[src/rtl/sar_adc_pkg.sv]
package sar_adc_pkg;

    typedef enum logic [1:0] {
        ST_IDLE    = 2'd0,
        ST_POWERUP = 2'd1,
        ST_TRIAL   = 2'd2,
        ST_DONE    = 2'd3
    } sar_state_e;

    localparam logic [3:0] OFS_DATA  = 4'h0;
    localparam logic [3:0] OFS_STAT  = 4'h4;
    localparam logic [3:0] OFS_CTRL  = 4'h8;
    localparam logic [3:0] OFS_DELAY = 4'hC;

    localparam int CH_W     = 3;
    localparam int CTL_PWR  = 3;
    localparam int CTL_IEN  = 5;
    localparam int CTL_FLAG = 6;
    localparam int DLY_W    = 6;

endpackage

[src/rtl/sar_adc_tick.sv]
module sar_adc_tick #(
    parameter int CLK_DIV = 4
) (
    input  logic clk,
    input  logic rst_n,
    input  logic clear,
    input  logic run,
    output logic tick
);
    generate
        if (CLK_DIV <= 1) begin : g_full_rate
            assign tick = run;
        end else begin : g_divided
            localparam int CNT_W = $clog2(CLK_DIV);
            localparam logic [CNT_W-1:0] LAST = CNT_W'(CLK_DIV - 1);
            logic [CNT_W-1:0] cnt_q;

            always_ff @(posedge clk or negedge rst_n) begin
                if (!rst_n) begin
                    cnt_q <= '0;
                end else if (clear) begin
                    cnt_q <= '0;
                end else if (run) begin
                    cnt_q <= (cnt_q == LAST) ? '0 : cnt_q + 1'b1;
                end
            end

            assign tick = run && (cnt_q == LAST);
        end
    endgenerate
endmodule

[src/rtl/sar_adc_seq.sv]
module sar_adc_seq
    import sar_adc_pkg::*;
#(
    parameter int RES_BITS = 10
) (
    input  logic                clk,
    input  logic                rst_n,
    input  logic                start,
    input  logic [DLY_W-1:0]    dly,
    input  logic                tick,
    input  logic                cmp_ge,
    output logic                busy,
    output logic                done,
    output logic [RES_BITS-1:0] dac_code,
    output logic [RES_BITS-1:0] result
);
    localparam logic [RES_BITS-1:0] MSB_BIT = {1'b1, {(RES_BITS-1){1'b0}}};
    localparam logic [DLY_W-1:0]    DLY_ONE = DLY_W'(1);

    sar_state_e state_q, state_d;
    logic [DLY_W-1:0]    cnt_q;
    logic [RES_BITS-1:0] acc_q;
    logic [RES_BITS-1:0] trial_q;

    always_comb begin
        state_d = state_q;
        unique case (state_q)
            ST_IDLE: begin
                if (start) state_d = (dly == '0) ? ST_TRIAL : ST_POWERUP;
            end
            ST_POWERUP: begin
                if (tick && cnt_q == DLY_ONE) state_d = ST_TRIAL;
            end
            ST_TRIAL: begin
                if (tick && trial_q[0]) state_d = ST_DONE;
            end
            ST_DONE: begin
                state_d = ST_IDLE;
            end
            default: state_d = ST_IDLE;
        endcase
    end

    always_ff @(posedge clk or negedge rst_n) begin
        if (!rst_n) state_q <= ST_IDLE;
        else        state_q <= state_d;
    end

    always_ff @(posedge clk or negedge rst_n) begin
        if (!rst_n) begin
            cnt_q   <= '0;
            acc_q   <= '0;
            trial_q <= '0;
        end else begin
            if (state_q == ST_IDLE && start) begin
                cnt_q   <= dly;
                acc_q   <= '0;
                trial_q <= MSB_BIT;
            end else if (state_q == ST_POWERUP && tick) begin
                cnt_q <= cnt_q - 1'b1;
            end else if (state_q == ST_TRIAL && tick) begin
                if (cmp_ge) acc_q <= acc_q | trial_q;
                trial_q <= trial_q >> 1;
            end
        end
    end

    always_comb begin
        busy     = (state_q != ST_IDLE);
        done     = (state_q == ST_DONE);
        dac_code = (state_q == ST_TRIAL) ? (acc_q | trial_q) : '0;
        result   = acc_q;
    end
endmodule

[src/rtl/sar_adc_regs.sv]
module sar_adc_regs
    import sar_adc_pkg::*;
#(
    parameter int RES_BITS = 10,
    parameter int NUM_CH   = 3,
    parameter int ADDR_W   = 8,
    parameter int DLY_RST  = 8
) (
    input  logic                clk,
    input  logic                rst_n,
    input  logic                psel,
    input  logic                penable,
    input  logic                pwrite,
    input  logic [ADDR_W-1:0]   paddr,
    input  logic [31:0]         pwdata,
    output logic [31:0]         prdata,
    input  logic                busy,
    input  logic                done,
    input  logic [RES_BITS-1:0] result,
    output logic [CH_W-1:0]     chan,
    output logic                power,
    output logic                irq_en,
    output logic                irq_flag,
    output logic [DLY_W-1:0]    dly,
    output logic                start
);
    localparam logic [CH_W:0] CH_LIMIT = NUM_CH[CH_W:0];

    logic [RES_BITS-1:0] data_q;
    logic                wr_en, ctl_wr, dly_wr, chan_ok, accept;
    logic                unused_bits;

    assign unused_bits = ^pwdata[31:7];

    assign wr_en   = psel && penable && pwrite;
    assign ctl_wr  = wr_en && (paddr == ADDR_W'(OFS_CTRL));
    assign dly_wr  = wr_en && (paddr == ADDR_W'(OFS_DELAY));
    assign chan_ok = ({1'b0, pwdata[CH_W-1:0]} < CH_LIMIT);
    assign accept  = ctl_wr && !busy && chan_ok;
    assign start   = accept && pwdata[CTL_PWR];

    always_ff @(posedge clk or negedge rst_n) begin
        if (!rst_n) begin
            chan     <= '0;
            power    <= 1'b0;
            irq_en   <= 1'b0;
            irq_flag <= 1'b0;
            dly      <= DLY_W'(DLY_RST);
            data_q   <= '0;
        end else begin
            if (dly_wr) dly <= pwdata[DLY_W-1:0];
            if (accept) begin
                chan   <= pwdata[CH_W-1:0];
                power  <= pwdata[CTL_PWR];
                irq_en <= pwdata[CTL_IEN];
            end
            if (done)                             irq_flag <= 1'b1;
            else if (ctl_wr && !pwdata[CTL_FLAG]) irq_flag <= 1'b0;
            if (done) data_q <= result;
        end
    end

    always_comb begin
        prdata = '0;
        if (psel && !pwrite) begin
            unique case (paddr)
                ADDR_W'(OFS_DATA):  prdata = 32'(data_q);
                ADDR_W'(OFS_STAT):  prdata = 32'(busy);
                ADDR_W'(OFS_CTRL):  prdata = 32'({irq_flag, irq_en, 1'b0, power, chan});
                ADDR_W'(OFS_DELAY): prdata = 32'(dly);
                default:            prdata = '0;
            endcase
        end
    end
endmodule

[src/rtl/sar_adc_ctrl.sv]
module sar_adc_ctrl
    import sar_adc_pkg::*;
#(
    parameter int RES_BITS = 10,
    parameter int NUM_CH   = 3,
    parameter int CLK_DIV  = 4,
    parameter int ADDR_W   = 8
) (
    input  logic                pclk,
    input  logic                presetn,
    input  logic                psel,
    input  logic                penable,
    input  logic                pwrite,
    input  logic [ADDR_W-1:0]   paddr,
    input  logic [31:0]         pwdata,
    output logic [31:0]         prdata,
    output logic                pready,
    input  logic                cmp_ge,
    output logic [RES_BITS-1:0] dac_code,
    output logic [2:0]          chan_sel,
    output logic                adc_power,
    output logic                irq
);
    logic                busy, done, start, tick;
    logic                irq_en, irq_flag;
    logic [DLY_W-1:0]    dly;
    logic [RES_BITS-1:0] result;

    sar_adc_regs #(
        .RES_BITS(RES_BITS), .NUM_CH(NUM_CH), .ADDR_W(ADDR_W), .DLY_RST(8)
    ) u_regs (
        .clk(pclk), .rst_n(presetn),
        .psel(psel), .penable(penable), .pwrite(pwrite),
        .paddr(paddr), .pwdata(pwdata), .prdata(prdata),
        .busy(busy), .done(done), .result(result),
        .chan(chan_sel), .power(adc_power),
        .irq_en(irq_en), .irq_flag(irq_flag),
        .dly(dly), .start(start)
    );

    sar_adc_tick #(.CLK_DIV(CLK_DIV)) u_tick (
        .clk(pclk), .rst_n(presetn),
        .clear(start), .run(busy), .tick(tick)
    );

    sar_adc_seq #(.RES_BITS(RES_BITS)) u_seq (
        .clk(pclk), .rst_n(presetn),
        .start(start), .dly(dly), .tick(tick), .cmp_ge(cmp_ge),
        .busy(busy), .done(done), .dac_code(dac_code), .result(result)
    );

    assign pready = 1'b1;
    assign irq    = irq_flag && irq_en;
endmodule

[config.mk]
export PLATFORM = sky130hd
export DESIGN_NAME = sar_adc_ctrl
export DESIGN_NICKNAME = d
export VERILOG_FILES = /design/src/rtl/sar_adc_pkg.sv /design/src/rtl/sar_adc_tick.sv /design/src/rtl/sar_adc_seq.sv /design/src/rtl/sar_adc_regs.sv /design/src/rtl/sar_adc_ctrl.sv
export SDC_FILE = /design/constraint.sdc
export NUM_CORES = 1
export LEC_CHECK = 0
export BUFFER_PORTS_ARGS = -buffer_cell sky130_fd_sc_hd__buf_2
export CAP_MARGIN = 20
export CORE_AREA = 2 2 82 84
export CTS_BUF_LIST = sky130_fd_sc_hd__clkbuf_4 sky130_fd_sc_hd__clkbuf_8 sky130_fd_sc_hd__clkbuf_16
export CTS_CLUSTER_DIAMETER = 30
export CTS_CLUSTER_SIZE = 25
export DETAILED_ROUTE_END_ITERATION = 12
export DIE_AREA = 0 0 84 86
export PLACE_DENSITY = 0.72
export SYNTH_ARGS = -nofsm -noshare
export SYNTH_HDL_FRONTEND = slang
export SYNTH_HIERARCHICAL = 1
export SYNTH_SLANG_ARGS = --single-unit
[constraint.sdc]
create_clock -name pclk -period 2.55 [get_ports pclk]
set_input_delay 0.3825 -clock pclk [delete_from_list [all_inputs] [get_ports pclk]]
set_output_delay 0.3825 -clock pclk [all_outputs]
set_load 0.02 [all_outputs]
==> metrics.cfg <==
[run_status]
status=finished clean

[drt]
initialDrtViolationCount=111
viasPerCell=5.17
drc=0
post_drt_wl_per_cell_um=15.1
wl_um=5730
drtAntennaViolNets=0
dr_total_vias=1955
firstDrtPassIters=4

[setup_path]
worst-setup-path-type=reg -> out
rr_worst_depth=9
crit_path_start=u_seq/state_q[0]$_DFFE_PN0P_
startpoint_type=flop
crit_path_end_kind=output pin
arrival_ns=1.94
reg2reg_to=u_seq/cnt_q[1]$_DFFE_PN0P_
worstPathRequired_ns=2.17
ff2ff_setup_slack_ns=0.46
timing.rr.start=u_seq/state_q[0]$_DFFE_PN0P_
cp_max_fo=8

[grt]
grt_first_pass_wirelength_um=9140
grt_max_degree=53
grt_usage_pct=16.0
overflow=0
grt_pass1_vias=1851
antenna_found_initial=0

[power]
p_leak_nw=1.52
power_density_nw_per_um2=937
peakVddDrop_uv=620

[cells_and_area]
n_fill_cell=595
syn_to_final_growth_pct=11.3
nets=354
diodes=0
drive_gt1_share_pct=29.9
fin_area_sq_um=3110

[sta]
worst_pin_slew_ns=0.651
holdWs_ns=0.160
maxSlewHeadroom_pct=56.6
hold_viol=0
fin_setup_tns_ns=0
rsz0062_at_grt=false
setup_violations=0
maxSlewViolCount=0
layout_min_cycle_time_ns=2.32
clock_skew_ns=0.0136
max_freq_ghz=0.430
period_share_pct=91.1

[cts]
cts.sinks=52
cts_root_buf=clkbuf_8
cts_hold_buf=0
ctsResizeCount=0
clk_path_buf_depth=2
clk_latency_ns=0.31
postCtsSetupRepairBufs=0
cts_tree=built
path_clk_slew_ns=0.09
cts_buffers=5
htree_levels=2

[placed_design]
placed_area_sq_um=3000
port_buffers=45
gp_congestion=0.809
hpwl_um=4170

[floorplanning]
die_area_sq_um=7220
die_x_um=84
rows=29
initial_core_util_pct=44.5
die_y_um=86
core_sq_um=6280
io-pin-count=94

[job]
drv_cap=0

[logic_synthesis]
synth_top_area_cell=dfrtp_1
ys_ff_latch=52
yosysSeqAreaShare_pct=46.6
syn-cell-area_sq_um=2790
netlist.area_leader.share_pct=45.7
synth_cells=257
ys_top_cells_by_area=dfrtp_1, mux2_2, buf_4
synth_warnings=6
ys_types=44
synth.avg_cell_area_sq_um=10.9

[min_path]
min-delay-path-class=in -> async

==> metrics by stage <==
stage,worst slack [ns],instances,utilization (%),power (mW)
3_3_place_gp,0.332,370,47.7,2.31
3_5_place_dp,0.335,370,47.7,2.35
2_1_floorplan,0.374,278,-,2.07
6_report,0.227,378,49.6,2.91
4_1_cts,0.223,378,49.6,2.93
5_1_grt,0.121,378,49.6,3.10
==> where the power goes <==
group / internal, mW / leakage [nW] / switching [mW]
registers: 1.07 / 0.608 / 0.194
clock network: 0.315 / 0.0593 / 0.266
logic: 0.480 / 0.850 / 0.591
==> per-layer routing <==
layer | track usage (%) | vias up | routed length, um
li1 | - | 928 | -
met1 | 21.1 | 958 | 2620
met2 | 25.9 | 60 | 2730
met3 | 4.43 | 9 | 301
met4 | 4.84 | 0 | 80
met5 | 0 | - | 0
==> how the worst max path moves through the flow <==
| stage | endpoint | slack (ns) |
|---|---|---|
| after global routing | prdata[0] | 0.12 |
| after floorplan | prdata[7] | 0.37 |
| after CTS | prdata[0] | 0.22 |
| after detailed placement | prdata[7] | 0.34 |
| after global placement | prdata[7] | 0.33 |
| final | prdata[0] | 0.23 |
==> area by class of cell <==
cell class	count	area [sq um]	share of cell area (%)
Multi-Input combinational cell	186	1320	42.4
Sequential cell	52	1300	41.9
Tap cell	77	96.3	3.10
Clock inverter	1	30.0	0.965
Clock buffer	7	83.8	2.70
Timing Repair Buffer	49	255	8.21
Inverter	6	22.5	0.724
==> synth_stat cells, drive strengths merged <==
master and count:
mux2i 13, nor2 29, nand4 2, or3 1, buf 28, o21a 10
nand2b 1, nor4b 4, mux4 1, ha 8, clkbuf 6, nand3 2
a22oi 4, dfrtp 51, and2 3, a21o 2, mux2 24, nand3b 1
a2111oi 1, o211ai 1, nand2 13, o21ai 7, inv 6, and3 1
xor2 1, nor4 3, nor2b 3, nand4b 1, conb 2, o31ai 1
dfstp 1, xnor2 4, nor3 4, and4 3, or3b 1, a21oi 14
==> cells in the final DEF (no fill, tap or decap), drive strengths merged, types with 2 or more instances in the layout <==
| cell | count |
|---|---|
| mux2 | 24 |
| ha | 8 |
| o21a | 10 |
| nor2 | 29 |
| nand3 | 2 |
| nor4 | 3 |
| a21o | 2 |
| nor3 | 4 |
| o21ai | 7 |
| and2 | 3 |
| nand2 | 13 |
| a21oi | 14 |
| and4 | 3 |
| nor4b | 4 |
| clkbuf | 7 |
| xnor2 | 4 |
| inv | 6 |
| nor2b | 3 |
| buf | 49 |
| dfrtp | 51 |
| nand4 | 2 |
| conb | 23 |
| a22oi | 4 |
| mux2i | 13 |
==> cells by family (layout without fill, tap and decap cells) <==
| kind of cell | count (synthesis) | in the layout | synth area share [%] |
|---|---|---|---|
| and+or+nand+nor | 72 | 72 | 14.2 |
| DFF | 52 | 52 | 46.6 |
| AOI/OAI and AO/OA | 40 | 40 | 9.72 |
| buffers and inverters | 40 | 63 | 8.96 |
| muxes | 38 | 38 | 15.1 |
| adders and majority gates | 8 | 8 | 3.58 |
| xor gates and xnor gates | 5 | 5 | 1.57 |
| other | 2 | 23 | 0.269 |
==> critical path: stages, from the launching register on <==
cell and delay (ns):
dfrtp_1 0.41, inv_1 0.13, ha_1 0.18, inv_1 0.13, mux4_2 0.46, nor2b_1 0.16, buf_2 0.17
==> registers in the layout, summed over array words and instances, names as in the netlist <==
register,cells
u_regs/chan,3
u_regs/data_q,10
u_regs/dly,6
u_regs/irq_en,1
u_regs/irq_flag,1
u_regs/power,1
u_seq/cnt_q,6
u_seq/result,10
u_seq/state_q,2
u_seq/trial_q,10
u_tick/g_divided.cnt_q,2
Power figures use the tool's default switching activity.
